<file path="config.mk">
export PLATFORM = sky130hd
export DESIGN_NAME = sar_sequencer
export DESIGN_NICKNAME = d
export VERILOG_FILES = /design/src/rtl/sar_pkg.sv /design/src/rtl/sar_clkdiv.sv /design/src/rtl/sar_datapath.sv /design/src/rtl/sar_ctrl.sv /design/src/rtl/sar_sequencer.sv
export SDC_FILE = /design/constraint.sdc
export NUM_CORES = 1
export LEC_CHECK = 0
export BUFFER_PORTS_ARGS = -buffer_cell sky130_fd_sc_hd__buf_2
export CORE_ASPECT_RATIO = 1.25
export CORE_MARGIN = 5
export CORE_UTILIZATION = 59
export CTS_BUF_LIST = sky130_fd_sc_hd__clkbuf_4 sky130_fd_sc_hd__clkbuf_8 sky130_fd_sc_hd__clkbuf_16
export DETAILED_ROUTE_END_ITERATION = 7
export GPL_ROUTABILITY_DRIVEN = 0
export PLACE_DENSITY = 0.84
export SLEW_MARGIN = 30
export SYNTH_ARGS = -nofsm -noshare
export SYNTH_HDL_FRONTEND = slang
export SYNTH_SLANG_ARGS = --single-unit
</file>
<file path="constraint.sdc">
create_clock -name clk -period 10 [get_ports clk]
set_clock_uncertainty 0.2 [all_clocks]
set_input_delay 1.5 -clock clk [delete_from_list [all_inputs] [get_ports clk]]
set_output_delay 1.5 -clock clk [all_outputs]
set_load 0.01 [all_outputs]
</file>
<file path="src/rtl/sar_pkg.sv">
package sar_pkg;
  localparam int SAR_BITS = 8;
  localparam int STEP_W   = $clog2(SAR_BITS + 1);

  typedef enum logic [1:0] {
    ST_IDLE   = 2'd0,
    ST_CONV   = 2'd1,
    ST_FINISH = 2'd2
  } seqState_t;

  // strobes from control to datapath
  typedef struct packed {
    logic              clear;    // conversion accepted: zero the trial register
    logic              advance;  // a period boundary inside the conversion
    logic [STEP_W-1:0] step;     // index of the period that just ended
    logic              load;     // completion: copy trial register to result
  } sarStrobe_t;
endpackage

</file>
<file path="src/rtl/sar_clkdiv.sv">
module sar_clkdiv #(
  parameter int DIV_W = 6
) (
  input  logic       clk,
  input  logic       rstN,
  input  logic       restart,
  input  logic       run,
  input  logic       sleepMode,
  input  logic       rcTick,
  input  logic [2:0] clkSel,
  output logic       tadTick
);
  localparam int RAT_W = DIV_W + 1;

  logic [DIV_W-1:0] divCnt;
  logic [RAT_W-1:0] ratio;
  logic [2:0]       shAmt;
  logic             useRc, divEnd, divRun;

  always_comb begin
    useRc   = &clkSel[1:0];
    shAmt   = {clkSel[1:0], 1'b0} + {2'b00, clkSel[2]};
    ratio   = RAT_W'(2) << shAmt;
    divEnd  = ({1'b0, divCnt} >= (ratio - RAT_W'(1)));
    divRun  = run && !useRc && !sleepMode;
    tadTick = run && (useRc ? rcTick : (divRun && divEnd));
  end

  always_ff @(posedge clk) begin
    if (!rstN)        divCnt <= '0;
    else if (restart) divCnt <= '0;
    else if (divRun)  divCnt <= divEnd ? '0 : divCnt + DIV_W'(1);
  end

  // sleep with a divided source freezes the period counter
  p_sleep_freeze_r7: assert property (@(posedge clk) disable iff (!rstN)
    (sleepMode && !useRc && !restart) |=> $stable(divCnt));
endmodule

</file>
<file path="src/rtl/sar_datapath.sv">
module sar_datapath
  import sar_pkg::*;
#(
  parameter int RES_W = SAR_BITS
) (
  input  logic             clk,
  input  logic             rstN,
  input  sarStrobe_t       strb,
  input  logic             cmpAbove,
  output logic [RES_W-1:0] dacCode,
  output logic [RES_W-1:0] result
);
  logic [RES_W-1:0] sarReg, nextSar, resultReg;

  generate
    for (genvar b = 0; b < RES_W; b++) begin : g_bit
      // bit b is trialled when period RES_W-1-b ends, resolved when RES_W-b ends
      always_comb begin
        nextSar[b] = sarReg[b];
        if (strb.clear) nextSar[b] = 1'b0;
        else if (strb.advance) begin
          if (strb.step == STEP_W'(RES_W - b))     nextSar[b] = cmpAbove;
          if (strb.step == STEP_W'(RES_W - 1 - b)) nextSar[b] = 1'b1;
        end
      end
    end
  endgenerate

  always_ff @(posedge clk) begin
    if (!rstN) begin
      sarReg    <= '0;
      resultReg <= '0;
    end else begin
      sarReg <= nextSar;
      if (strb.load) resultReg <= sarReg;
    end
  end

  assign dacCode = sarReg;
  assign result  = resultReg;

  // result only moves on a completion load
  p_result_hold_r9: assert property (@(posedge clk) disable iff (!rstN)
    !strb.load |=> $stable(resultReg));
  // the first trial sets the top bit
  p_first_trial_r3: assert property (@(posedge clk) disable iff (!rstN)
    (strb.advance && strb.step == '0) |=> dacCode[RES_W-1]);
endmodule

</file>
<file path="src/rtl/sar_ctrl.sv">
module sar_ctrl
  import sar_pkg::*;
#(
  parameter int RES_W = SAR_BITS
) (
  input  logic       clk,
  input  logic       rstN,
  input  logic       startSet,
  input  logic       startClr,
  input  logic       flagClr,
  input  logic       tadTick,
  output sarStrobe_t strb,
  output logic       runDiv,
  output logic       restartDiv,
  output logic       busy,
  output logic       doneFlag,
  output logic       holdConnect
);
  seqState_t         state;
  logic [STEP_W-1:0] step;
  logic              flagReg, startAcc, abort, lastStep;

  always_comb begin
    startAcc     = startSet && !startClr && (state == ST_IDLE);
    abort        = startClr && (state != ST_IDLE);
    lastStep     = (step == STEP_W'(RES_W));
    strb.clear   = startAcc;
    strb.advance = (state == ST_CONV) && tadTick && !abort;
    strb.step    = step;
    strb.load    = (state == ST_FINISH) && !abort;
  end

  always_ff @(posedge clk) begin
    if (!rstN) begin
      state   <= ST_IDLE;
      step    <= '0;
      flagReg <= 1'b0;
    end else begin
      unique case (state)
        ST_IDLE: if (startAcc) begin
          state <= ST_CONV;
          step  <= '0;
        end
        ST_CONV: begin
          if (abort) state <= ST_IDLE;
          else if (tadTick) begin
            if (lastStep) state <= ST_FINISH;
            else          step  <= step + STEP_W'(1);
          end
        end
        default: state <= ST_IDLE;
      endcase
      if (strb.load)    flagReg <= 1'b1;
      else if (flagClr) flagReg <= 1'b0;
    end
  end

  assign runDiv      = (state == ST_CONV);
  assign restartDiv  = startAcc;
  assign busy        = (state != ST_IDLE);
  assign holdConnect = (state == ST_IDLE);
  assign doneFlag    = flagReg;

  // completion step lasts one clock and raises the flag with busy low
  p_finish_exit_r6: assert property (@(posedge clk) disable iff (!rstN)
    (state == ST_FINISH) |=> (state == ST_IDLE));
  p_flag_on_load_r6: assert property (@(posedge clk) disable iff (!rstN)
    strb.load |=> (doneFlag && !busy && holdConnect));
  // an abort never raises the flag
  p_abort_noflag_r9: assert property (@(posedge clk) disable iff (!rstN)
    (abort && !doneFlag) |=> !doneFlag);
  // nine periods indexed 0..RES_W
  p_step_range_r5: assert property (@(posedge clk) disable iff (!rstN)
    step <= STEP_W'(RES_W));
  // a repeated start mid-conversion keeps it running
  p_start_ignored_r8: assert property (@(posedge clk) disable iff (!rstN)
    (state == ST_CONV && startSet && !startClr && !tadTick) |=> busy);
endmodule

</file>
<file path="src/rtl/sar_sequencer.sv">
module sar_sequencer
  import sar_pkg::*;
#(
  parameter int RES_W = SAR_BITS,
  parameter int DIV_W = 6
) (
  input  logic             clk,
  input  logic             rstN,
  input  logic [2:0]       clkSel,
  input  logic             rcTick,
  input  logic             sleepMode,
  input  logic             startSet,
  input  logic             startClr,
  input  logic             flagClr,
  input  logic             cmpAbove,
  output logic             busy,
  output logic             doneFlag,
  output logic             holdConnect,
  output logic [RES_W-1:0] dacCode,
  output logic [RES_W-1:0] result
);
  sarStrobe_t strb;
  logic       tadTick, runDiv, restartDiv;

  sar_clkdiv #(.DIV_W(DIV_W)) u_div (
    .clk(clk), .rstN(rstN), .restart(restartDiv), .run(runDiv),
    .sleepMode(sleepMode), .rcTick(rcTick), .clkSel(clkSel), .tadTick(tadTick)
  );

  sar_ctrl #(.RES_W(RES_W)) u_ctrl (
    .clk(clk), .rstN(rstN), .startSet(startSet), .startClr(startClr),
    .flagClr(flagClr), .tadTick(tadTick), .strb(strb), .runDiv(runDiv),
    .restartDiv(restartDiv), .busy(busy), .doneFlag(doneFlag),
    .holdConnect(holdConnect)
  );

  sar_datapath #(.RES_W(RES_W)) u_dp (
    .clk(clk), .rstN(rstN), .strb(strb), .cmpAbove(cmpAbove),
    .dacCode(dacCode), .result(result)
  );
endmodule

</file>
Word-level counts from Yosys, hierarchy flattened
Index checks and enable logic that the tools add are counted.
{"block": "op_classes", "n_div": 0, "mux": 30, "n_reduce_logical": 39, "n_shift": 1, "mul": 0, "n_lt_le_gt_ge": 1, "add_sub_neg": 4, "n_eq_ne": 16, "n_bitwise": 1}
{"cell": "2-bit nonzero test", "n": 11}
{"cell": "1-bit 2-to-1 mux", "n": 19}
{"cell": "2-bit AND reduction", "n": 9}
{"cell": "4-bit by 3-bit == test with 1-bit output, second input constant", "n": 4}
{"cell": "4-bit 2-to-1 mux", "n": 4}
{"cell": "1-bit logical AND", "n": 10}
{"cell": "4-bit by 2-bit == test with 1-bit output, second input constant", "n": 2}
{"cell": "2-bit 2-to-1 mux", "n": 4}
{"cell": "4-bit case mux with 2 select lines", "n": 1}
{"cell": "6-bit by 7-bit >= comparator with 1-bit output", "n": 1}
{"cell": "2-bit by 3-bit left shift with 7-bit output, first input constant", "n": 1}
{"cell": "7-bit by 1-bit subtractor with 7-bit output, second input constant", "n": 1}
{"cell": "6-bit by 1-bit adder with 6-bit output, second input constant", "n": 1}
{"cell": "6-bit 2-to-1 mux", "n": 1}
{"cell": "3-bit by 1-bit != test with 1-bit output, second input constant", "n": 2}
{"cell": "5-bit AND reduction", "n": 1}
{"cell": "4-bit by 1-bit adder with 4-bit output, second input constant", "n": 1}
{"cell": "4-bit by 1-bit == test with 1-bit output, second input constant", "n": 1}
{"cell": "4-bit == test, second input constant", "n": 1}
{"cell": "1-bit zero test", "n": 4}
{"cell": "4-bit zero test", "n": 1}
{"cell": "2-bit by 1-bit != test with 1-bit output, second input constant", "n": 2}
{"cell": "2-bit != test, second input constant", "n": 2}
{"cell": "2-bit case mux with 2 select lines", "n": 1}
{"cell": "other kinds (7)", "n": 7}
{"block": "totals", "ramBits": 0, "reg_bits": 29, "out_inout_bits": 19, "word_cells": 105, "in_bits": 11, "romBits": 0, "latchBits": 0, "mem_count": 0}

Depth between registers and ports, before layout
Gate-level depths: netlist of the first run.
{"block": "depth", "ltp_word": 10, "depth_mapped": 14, "depth_no_buf": 12}

By module
Synthesis of the first run repeated with hierarchy kept, for this count alone.
{"block": "unflattened", "cells_unflattened": 179, "area_unflattened_um2": 1691.6}
{"module": "sar_datapath", "cells_each": 77, "area_per_inst_um2": 742.0, "n_inst": 1, "seq_area_each_um2": 320.3}
{"module": "sar_clkdiv", "cells_each": 60, "area_per_inst_um2": 528.0, "n_inst": 1, "seq_area_each_um2": 120.1}
{"module": "sar_ctrl", "cells_each": 42, "area_per_inst_um2": 421.7, "n_inst": 1, "seq_area_each_um2": 140.1}

Worst setup path before layout of the first run
No wires, ideal clock.
{"block": "synth_timing", "kind": "input to register", "start": "in clkSel[1]", "end": "reg u_dp.sarReg[2] (netlist: u_dp.dacCode[2])", "path_buffers": 2, "path_slack_ns": 5.727, "setup_time_ns": 0.086, "arrival_time_ns": 3.988, "t_required_ns": 9.714, "stages": 13, "path_cell_list": "clkbuf_1 -> or3_1 -> ha_1 -> nor3_1 -> a21oi_1 -> o21a_1 -> ha_1 -> a21oi_1 -> nand3_1 -> o221a_2 -> buf_6 -> and3b_1 -> a211oi_1"}
{"block": "synth_via", "elab_chain_len": 10, "elab_cells_between_ends": 14, "classes_between": "2 x add/sub; 1 x order compare; 1 x shift; 1 x mux; 9 x reduce/logical"}
{"item": "start: declaration", "line": "sar_sequencer.sv:9", "rtl": "input logic [2:0] clkSel,"}
{"item": "3-bit by 1-bit adder with 3-bit output or 2-bit AND reduction (tied branches)", "line": "sar_clkdiv.sv:22, sar_clkdiv.sv:21"}
{"item": "2-bit by 3-bit left shift with 7-bit output or 1-bit zero test (tied branches)", "line": "sar_clkdiv.sv:23, sar_clkdiv.sv:25"}
{"item": "7-bit by 1-bit subtractor with 7-bit output or 1-bit logical AND (tied branches)", "line": "sar_clkdiv.sv:24, sar_clkdiv.sv:25"}
{"item": "6-bit by 7-bit >= comparator with 1-bit output or 1-bit logical AND (tied branches)", "line": "sar_clkdiv.sv:24, sar_clkdiv.sv:25"}
{"item": "1-bit logical AND", "line": "sar_clkdiv.sv:26", "rtl": "tadTick = run && (useRc ? rcTick : (divRun && divEnd));"}
{"item": "1-bit 2-to-1 mux (*)", "line": "sar_clkdiv.sv:26"}
{"item": "1-bit logical AND (*)", "line": "sar_clkdiv.sv:26"}
{"item": "1-bit logical AND (*) (2 in a row)", "line": "sar_ctrl.sv:28", "rtl": "strb.advance = (state == ST_CONV) && tadTick && !abort;"}
{"item": "2-bit AND reduction (no source line) (*)"}
{"item": "end signal: assignment", "line": "sar_datapath.sv:34", "rtl": "sarReg <= nextSar;"}
{"item": "end: declaration", "line": "sar_datapath.sv:13", "rtl": "logic [RES_W-1:0] sarReg, nextSar, resultReg;"}
Every way passes the cells marked *; elsewhere a longest branch is shown, timed or not.
A chain may end at the register's enable or synchronous reset.

Worst setup path after layout of the first run
{"block": "layout_timing", "start": "in clkSel[1]", "end": "reg u_dp.sarReg[6] (netlist: u_dp.dacCode[6])"}
The elaborated chain is that of the path after synthesis.

==> results of run 1 <==
## worst paths after layout
| check | to | slack [ns] |
|---|---|---|
| max | u_dp.dacCode[6] | 5.78 |
| max reg2reg | u_dp.dacCode[6] | 7.51 |
| min reg2reg | u_dp.result[7] | 0.32 |
| min | u_dp.result[7] | 0.32 |
## per-layer routing
layer	GRT usage [%]	up-vias	share of wire, %
met4	11.28	0	2.9
li1	-	689	-
met5	0	-	0
met1	17.98	647	36
met3	4.528	13	5.5
met2	37.72	41	55
## metrics by stage
stage               cell area (µm²)  hold WS (ns)  std cells
CTS                            1833        0.3249        240
global route                   1833        0.3539        240
global placement               1758        0.2911        232
floorplan                      1605        0.2855        176
detailed placement             1763        0.3021        232
finish                         1833        0.3185        240
## flip-flops by register name (all words and copies together), names as in the netlist
name / cells
u_dp.result: 8
u_ctrl.doneFlag: 1
u_ctrl.state: 2
u_div.divCnt: 6
u_ctrl.step: 4
u_dp.dacCode: 8
## critical path, cell delays in order
cell and delay (ns):
buf_2 0.15, or3_1 0.42, ha_1 0.27, nor3_1 0.14, a21oi_1 0.06, o21a_1 0.17
ha_1 0.32, nand3_1 0.09, a21oi_1 0.22, o221a_2 0.35, nor4b_2 0.36, a211oi_1 0.14
## where the power goes
part           leakage (nW)  internal, mW  switching (mW)
combinational         0.499       0.00818          0.0121
clock                0.0413        0.0407          0.0409
sequential            0.234         0.116         0.00108
## layout make-up
| cell class | instances | area share, % |
|---|---|---|
| tap | 34 | 2.321 |
| clock buffer | 7 | 3.549 |
| clock inverter | 1 | 0.2730 |
| timing repair buffer | 30 | 8.328 |
| multi-input combinational | 132 | 52.42 |
| sequential | 29 | 31.67 |
| inverter | 7 | 1.433 |
## kinds of logic after synthesis
family / count (synthesis) / share of synthesized area, %
simple gates: 65 / 22.52
compound gates: 39 / 18.32
flops: 29 / 36.17
buf+inv: 15 / 4.286
mux: 11 / 6.859
fa+ha+maj: 11 / 8.574
xor+xnor: 6 / 3.274
## cells in the final DEF (no fill, tap or decap), types with 4 or more instances in the layout
master / count
buf_2: 29
dfxtp_1: 29
nor2_1: 13
nor2b_1: 13
mux2i_1: 11
ha_1: 11
a21oi_1: 9
nand2_1: 8
inv_1: 6
nand3_1: 6
a31oi_1: 6
a211oi_1: 6
nor3_1: 5
clkbuf_4: 5
o211ai_1: 4
o21a_1: 4
and3_1: 4
or2_2: 4
xor2_1: 4
==> impl_metrics.tcl, run 1 <==
set metrics [dict create \
    slew_viol_final 0 \
    worst_skew_pair.late_latency_ns 0.33 \
    cp_max_fo 11 \
    seq_area_frac_synth_pct 36.17 \
    synth_area_um2 1605 \
    crit_arrival_ns 4.19 \
    total_power_mw 0.2191 \
    setup_viol 0 \
    clock_sinks 29 \
    vias 1390 \
    start_util_pct 60.49 \
    io_buffers 29 \
    ctsHoldBuffers 0 \
    endpoint_kind "flop" \
    avgSynthCellArea_um2 9.121 \
    yosysWarnings 0 \
    cts-root-buf "clkbuf_4" \
    synth_area_leaders "dfxtp_1 36%, ha_1 8.6%, mux2i_1 6.9%" \
    yosysMostFrequentCell "dfxtp_1" \
    cap_violations 0 \
    hold_path.startpoint "u_dp.result[7]" \
    multi_input_area_um2 960.9 \
    min_path_type "reg2reg" \
    status "finished clean" \
    rows 21 \
    cp-startpoint "clkSel[1]" \
    drtIter0Drc 58 \
    yosysTopAreaCell "dfxtp_1" \
    fmax_mhz 237.1 \
    vias_per_cell 5.792 \
    grt.total_usage_pct 19.18 \
    grt_pass1_wl_mm 5.782 \
    p_leak_nw 0.7744 \
    path_clk_slew_ns 0.09 \
    gr-total-overflow 0 \
    route.detailed.drc 0 \
    hold_depth 2 \
    tightestPinTransition_ns 0.8164 \
    synth_flop_cell "dfxtp_1" \
    synth_top_cell_area_share_pct 36.17 \
    antenna_found_initial 0 \
    synthCells 176 \
    cts_setup_buffers 0 \
    rsz0062_at_grt "no" \
    ant_nets 0 \
    reg2reg_depth 5 \
    hold_viol 0 \
    finalCritPeriodShare_pct 42.17 \
    wl_mm 3.501 \
    place_ws_ns 5.458 \
    dp.final_hpwl_mm 2.749 \
    fin_tns_setup_ns 0 \
    cts_tree "built" \
    fillers 219 \
    dr.pass1.iters 4 \
    timing.final.crit_period_ns 4.217 \
    ys_types 39 \
    synth_commonest_cells "29 x dfxtp_1, 13 x nor2_1, 13 x nor2b_1" \
    wire_per_inst_um 14.59 \
    diodes 0 \
    die_x_um 56.66 \
    htree_levels 2 \
    nets 227 \
    setup_ws_ns 5.783 \
    r2r_start "u_ctrl.state[0]" \
    critical_path_class "in2reg" \
    slew_headroom_pct 45.25 \
    ctsResizeCount 0 \
    power_density_nw_per_um2 119.5 \
    ctsLongestPathBuffers 2 \
    cts_made_buffers 5 \
    synth_nets 198 \
    synth-edff-count 0 \
    cp_data_required_time_ns 9.98 \
    ioPinCount 30 \
    ys_async_sr_fraction_pct 0 \
    grt_max_degree 14 \
    fp.dieArea_um2 3871 \
    finish.utilization_pct 69.07 \
    die-height_um 68.32 \
    core_area_um2 2654 \
    peakVddDrop_v 0.00009256 \
    drive_above_1_share_pct 24.27 \
    grt_pass1_vias 1353 \
    ff_latch_area_um2 580.6 \
    synth-seq-cells 29 \
    crit_path_start_kind "input pin" \
    area_growth_pct 14.19 \
]
Note: power is estimated with default switching activity, not from simulation.
==> inputs of run 2 (changes only) <==
- CORE_UTILIZATION: 59 -> 54
- PLACE_DENSITY: 0.84 -> 0.78
- clock period: 10 -> 4.16 ns (I/O delays scaled with it)
==> run 2 against run 1 <==
Non-clock buffer count up 1. Critical path depth stayed put. Hold slack better by 0.0074 ns. Sequential cell count stayed put. Global-route usage fell by 1.1 points. Register-to-register slack worse by 5.9 ns. Clock-buffer cell count is 2 lower. First-iteration DRC count shrank 60%. Die area up 7.7%. Routed wire length shrank 0.37%.
==> impl_metrics.tcl, run 2 (synthesis gave the netlist of run 1 again) <==
set metrics [dict create \
    wl_met3_um 193 \
    vias 1395 \
    hold_viol 0 \
    whs_ns 0.3259 \
    start_util_pct 55.54 \
    fp.dieArea_um2 4170 \
    die-height_um 70.96 \
    cp_data_required_time_ns 4.17 \
    comb_power_share_pct 10.0 \
    crit_path_top_delay_cell "or3_1" \
    seqPwrFrac_pct 56.6 \
    ctsLongestPathBuffers 2 \
    finalCritPeriodShare_pct 78.57 \
    ant_nets 0 \
    slew_headroom_pct 54.78 \
    drtIter0Drc 23 \
    cp_cell_sequence "buf_2 -> or3_1 -> ha_1 -> nor3_1 -> a21oi_1 -> o21a_1 -> ha_1 -> nand3_1 -> a21oi_1 -> o221a_2 -> nor4b_2 -> a211oi_1" \
    grt_max_degree 14 \
    grt_pass1_wl_mm 5.927 \
    cp_max_fo 11 \
    timing.final.crit_period_ns 3.269 \
    diodes 0 \
    endpoint_kind "flop" \
    setup_ws_ns 0.8914 \
    wl_mm 3.488 \
    htree_levels 2 \
    slew_viol_final 0 \
    fmax_mhz 305.9 \
    cts_made_buffers 5 \
    finish.utilization_pct 63.07 \
    path_buf_inv 1 \
    vias_per_cell 5.741 \
    cpPeakStageDelay_ns 0.40 \
    antenna_found_initial 0 \
    p_int_mw 0.3628 \
    gr-total-overflow 0 \
    ioPinCount 30 \
    grt.total_usage_pct 18.12 \
    dr.pass1.iters 4 \
    cts_tree "built" \
    critical_path_class "in2reg" \
    route.detailed.drc 0 \
    die_x_um 58.77 \
    crit_path_start_kind "input pin" \
    rsz0062_at_grt "no" \
    clock_sinks 29 \
    path_clk_slew_ns 0.09 \
    min_path_type "reg2reg" \
    nets 228 \
    drive_above_1_share_pct 24.15 \
    core_area_um2 2890 \
    place_ws_ns 0.6024 \
    cap_violations 0 \
    status "finished clean" \
    fillers 258 \
    cts_setup_buffers 0 \
    fin_tns_setup_ns 0 \
    routed.top_layer "met4" \
    netSwitchingFraction_pct 27.10 \
    peakVddDrop_v 0.0002236 \
    worst_skew_pair.late_latency_ns 0.33 \
    ctsHoldBuffers 0 \
    routedLengthMet1_mm 1.319 \
    io_buffers 29 \
    pwr-share-clk_pct 33.5 \
    area_growth_pct 13.56 \
    critical-path-top-delay-family "simple AND/OR/NAND/NOR gates" \
    p_sw_mw 0.1349 \
    rows 22 \
    wire_per_inst_um 14.35 \
    dp.final_hpwl_mm 2.788 \
    routed-wl-met2_mm 1.892 \
    tightestPinTransition_ns 0.6784 \
    setup_viol 0 \
    cts-root-buf "clkbuf_4" \
    grt_pass1_vias 1374 \
    p_leak_nw 0.7677 \
    layout_common_cells "29 x buf_2, 29 x dfxtp_1, 13 x nor2_1, 13 x nor2b_1" \
    ctsResizeCount 0 \
    crit_arrival_ns 3.28 \
    power_density_nw_per_um2 273.0 \
]
==> run 2: layout make-up <==
type,instances,area (µm²),share of cell area [%]
multi-input cells,132,955.9,52.44
flip-flops and latches,29,580.6,31.85
repair buffers,31,160.2,8.785
well taps,36,45.04,2.471
clock buffers,5,37.54,2.059
inverters,7,26.28,1.441
clock inverters,3,17.52,0.9609
==> run 2: worst paths after layout <==
| check | from | endpoint | slack [ns] | cells past startpoint |
|---|---|---|---|---|
| worst max-delay path | clkSel[1] | u_dp.dacCode[5] | 0.89 | 12 |
| worst max register to register | u_ctrl.step[0] | u_ctrl.step[2] | 1.65 | 7 |
| worst min-delay path | u_dp.result[4] | u_dp.result[4] | 0.33 | 2 |
| worst min register to register | u_dp.result[4] | u_dp.result[4] | 0.33 | 2 |
==> run 2: power by group through the flow <==
stage	registers [mW]	logic, mW	clock network [mW]
finish	0.282	0.0495	0.167
floorplan	0.287	0.0334	0
detailed placement	0.288	0.0487	0
CTS	0.282	0.0495	0.172
global placement	0.288	0.0467	0
global route	0.282	0.0547	0.187
==> run 2: per-layer routing <==
layer | up-vias | track usage [%]
li1 | 704 | -
met1 | 644 | 18.09
met2 | 38 | 33.91
met3 | 9 | 5.474
met4 | 0 | 6.801
met5 | - | 0
==> run 2: per-stage QoR <==
step / std cells / cell area (µm²) / total power, mW
floorplan: 176 / 1605 / 0.3208
detailed placement: 235 / 1768 / 0.3367
global route: 243 / 1823 / 0.5234
CTS: 243 / 1823 / 0.5028
global placement: 235 / 1768 / 0.3345
finish: 243 / 1823 / 0.4977
==> run 2: worst min-delay path: stages, from the launching register on <==
cell     delay, ns
dfxtp_1       0.33
mux2i_1       0.06
nor2b_1       0.10
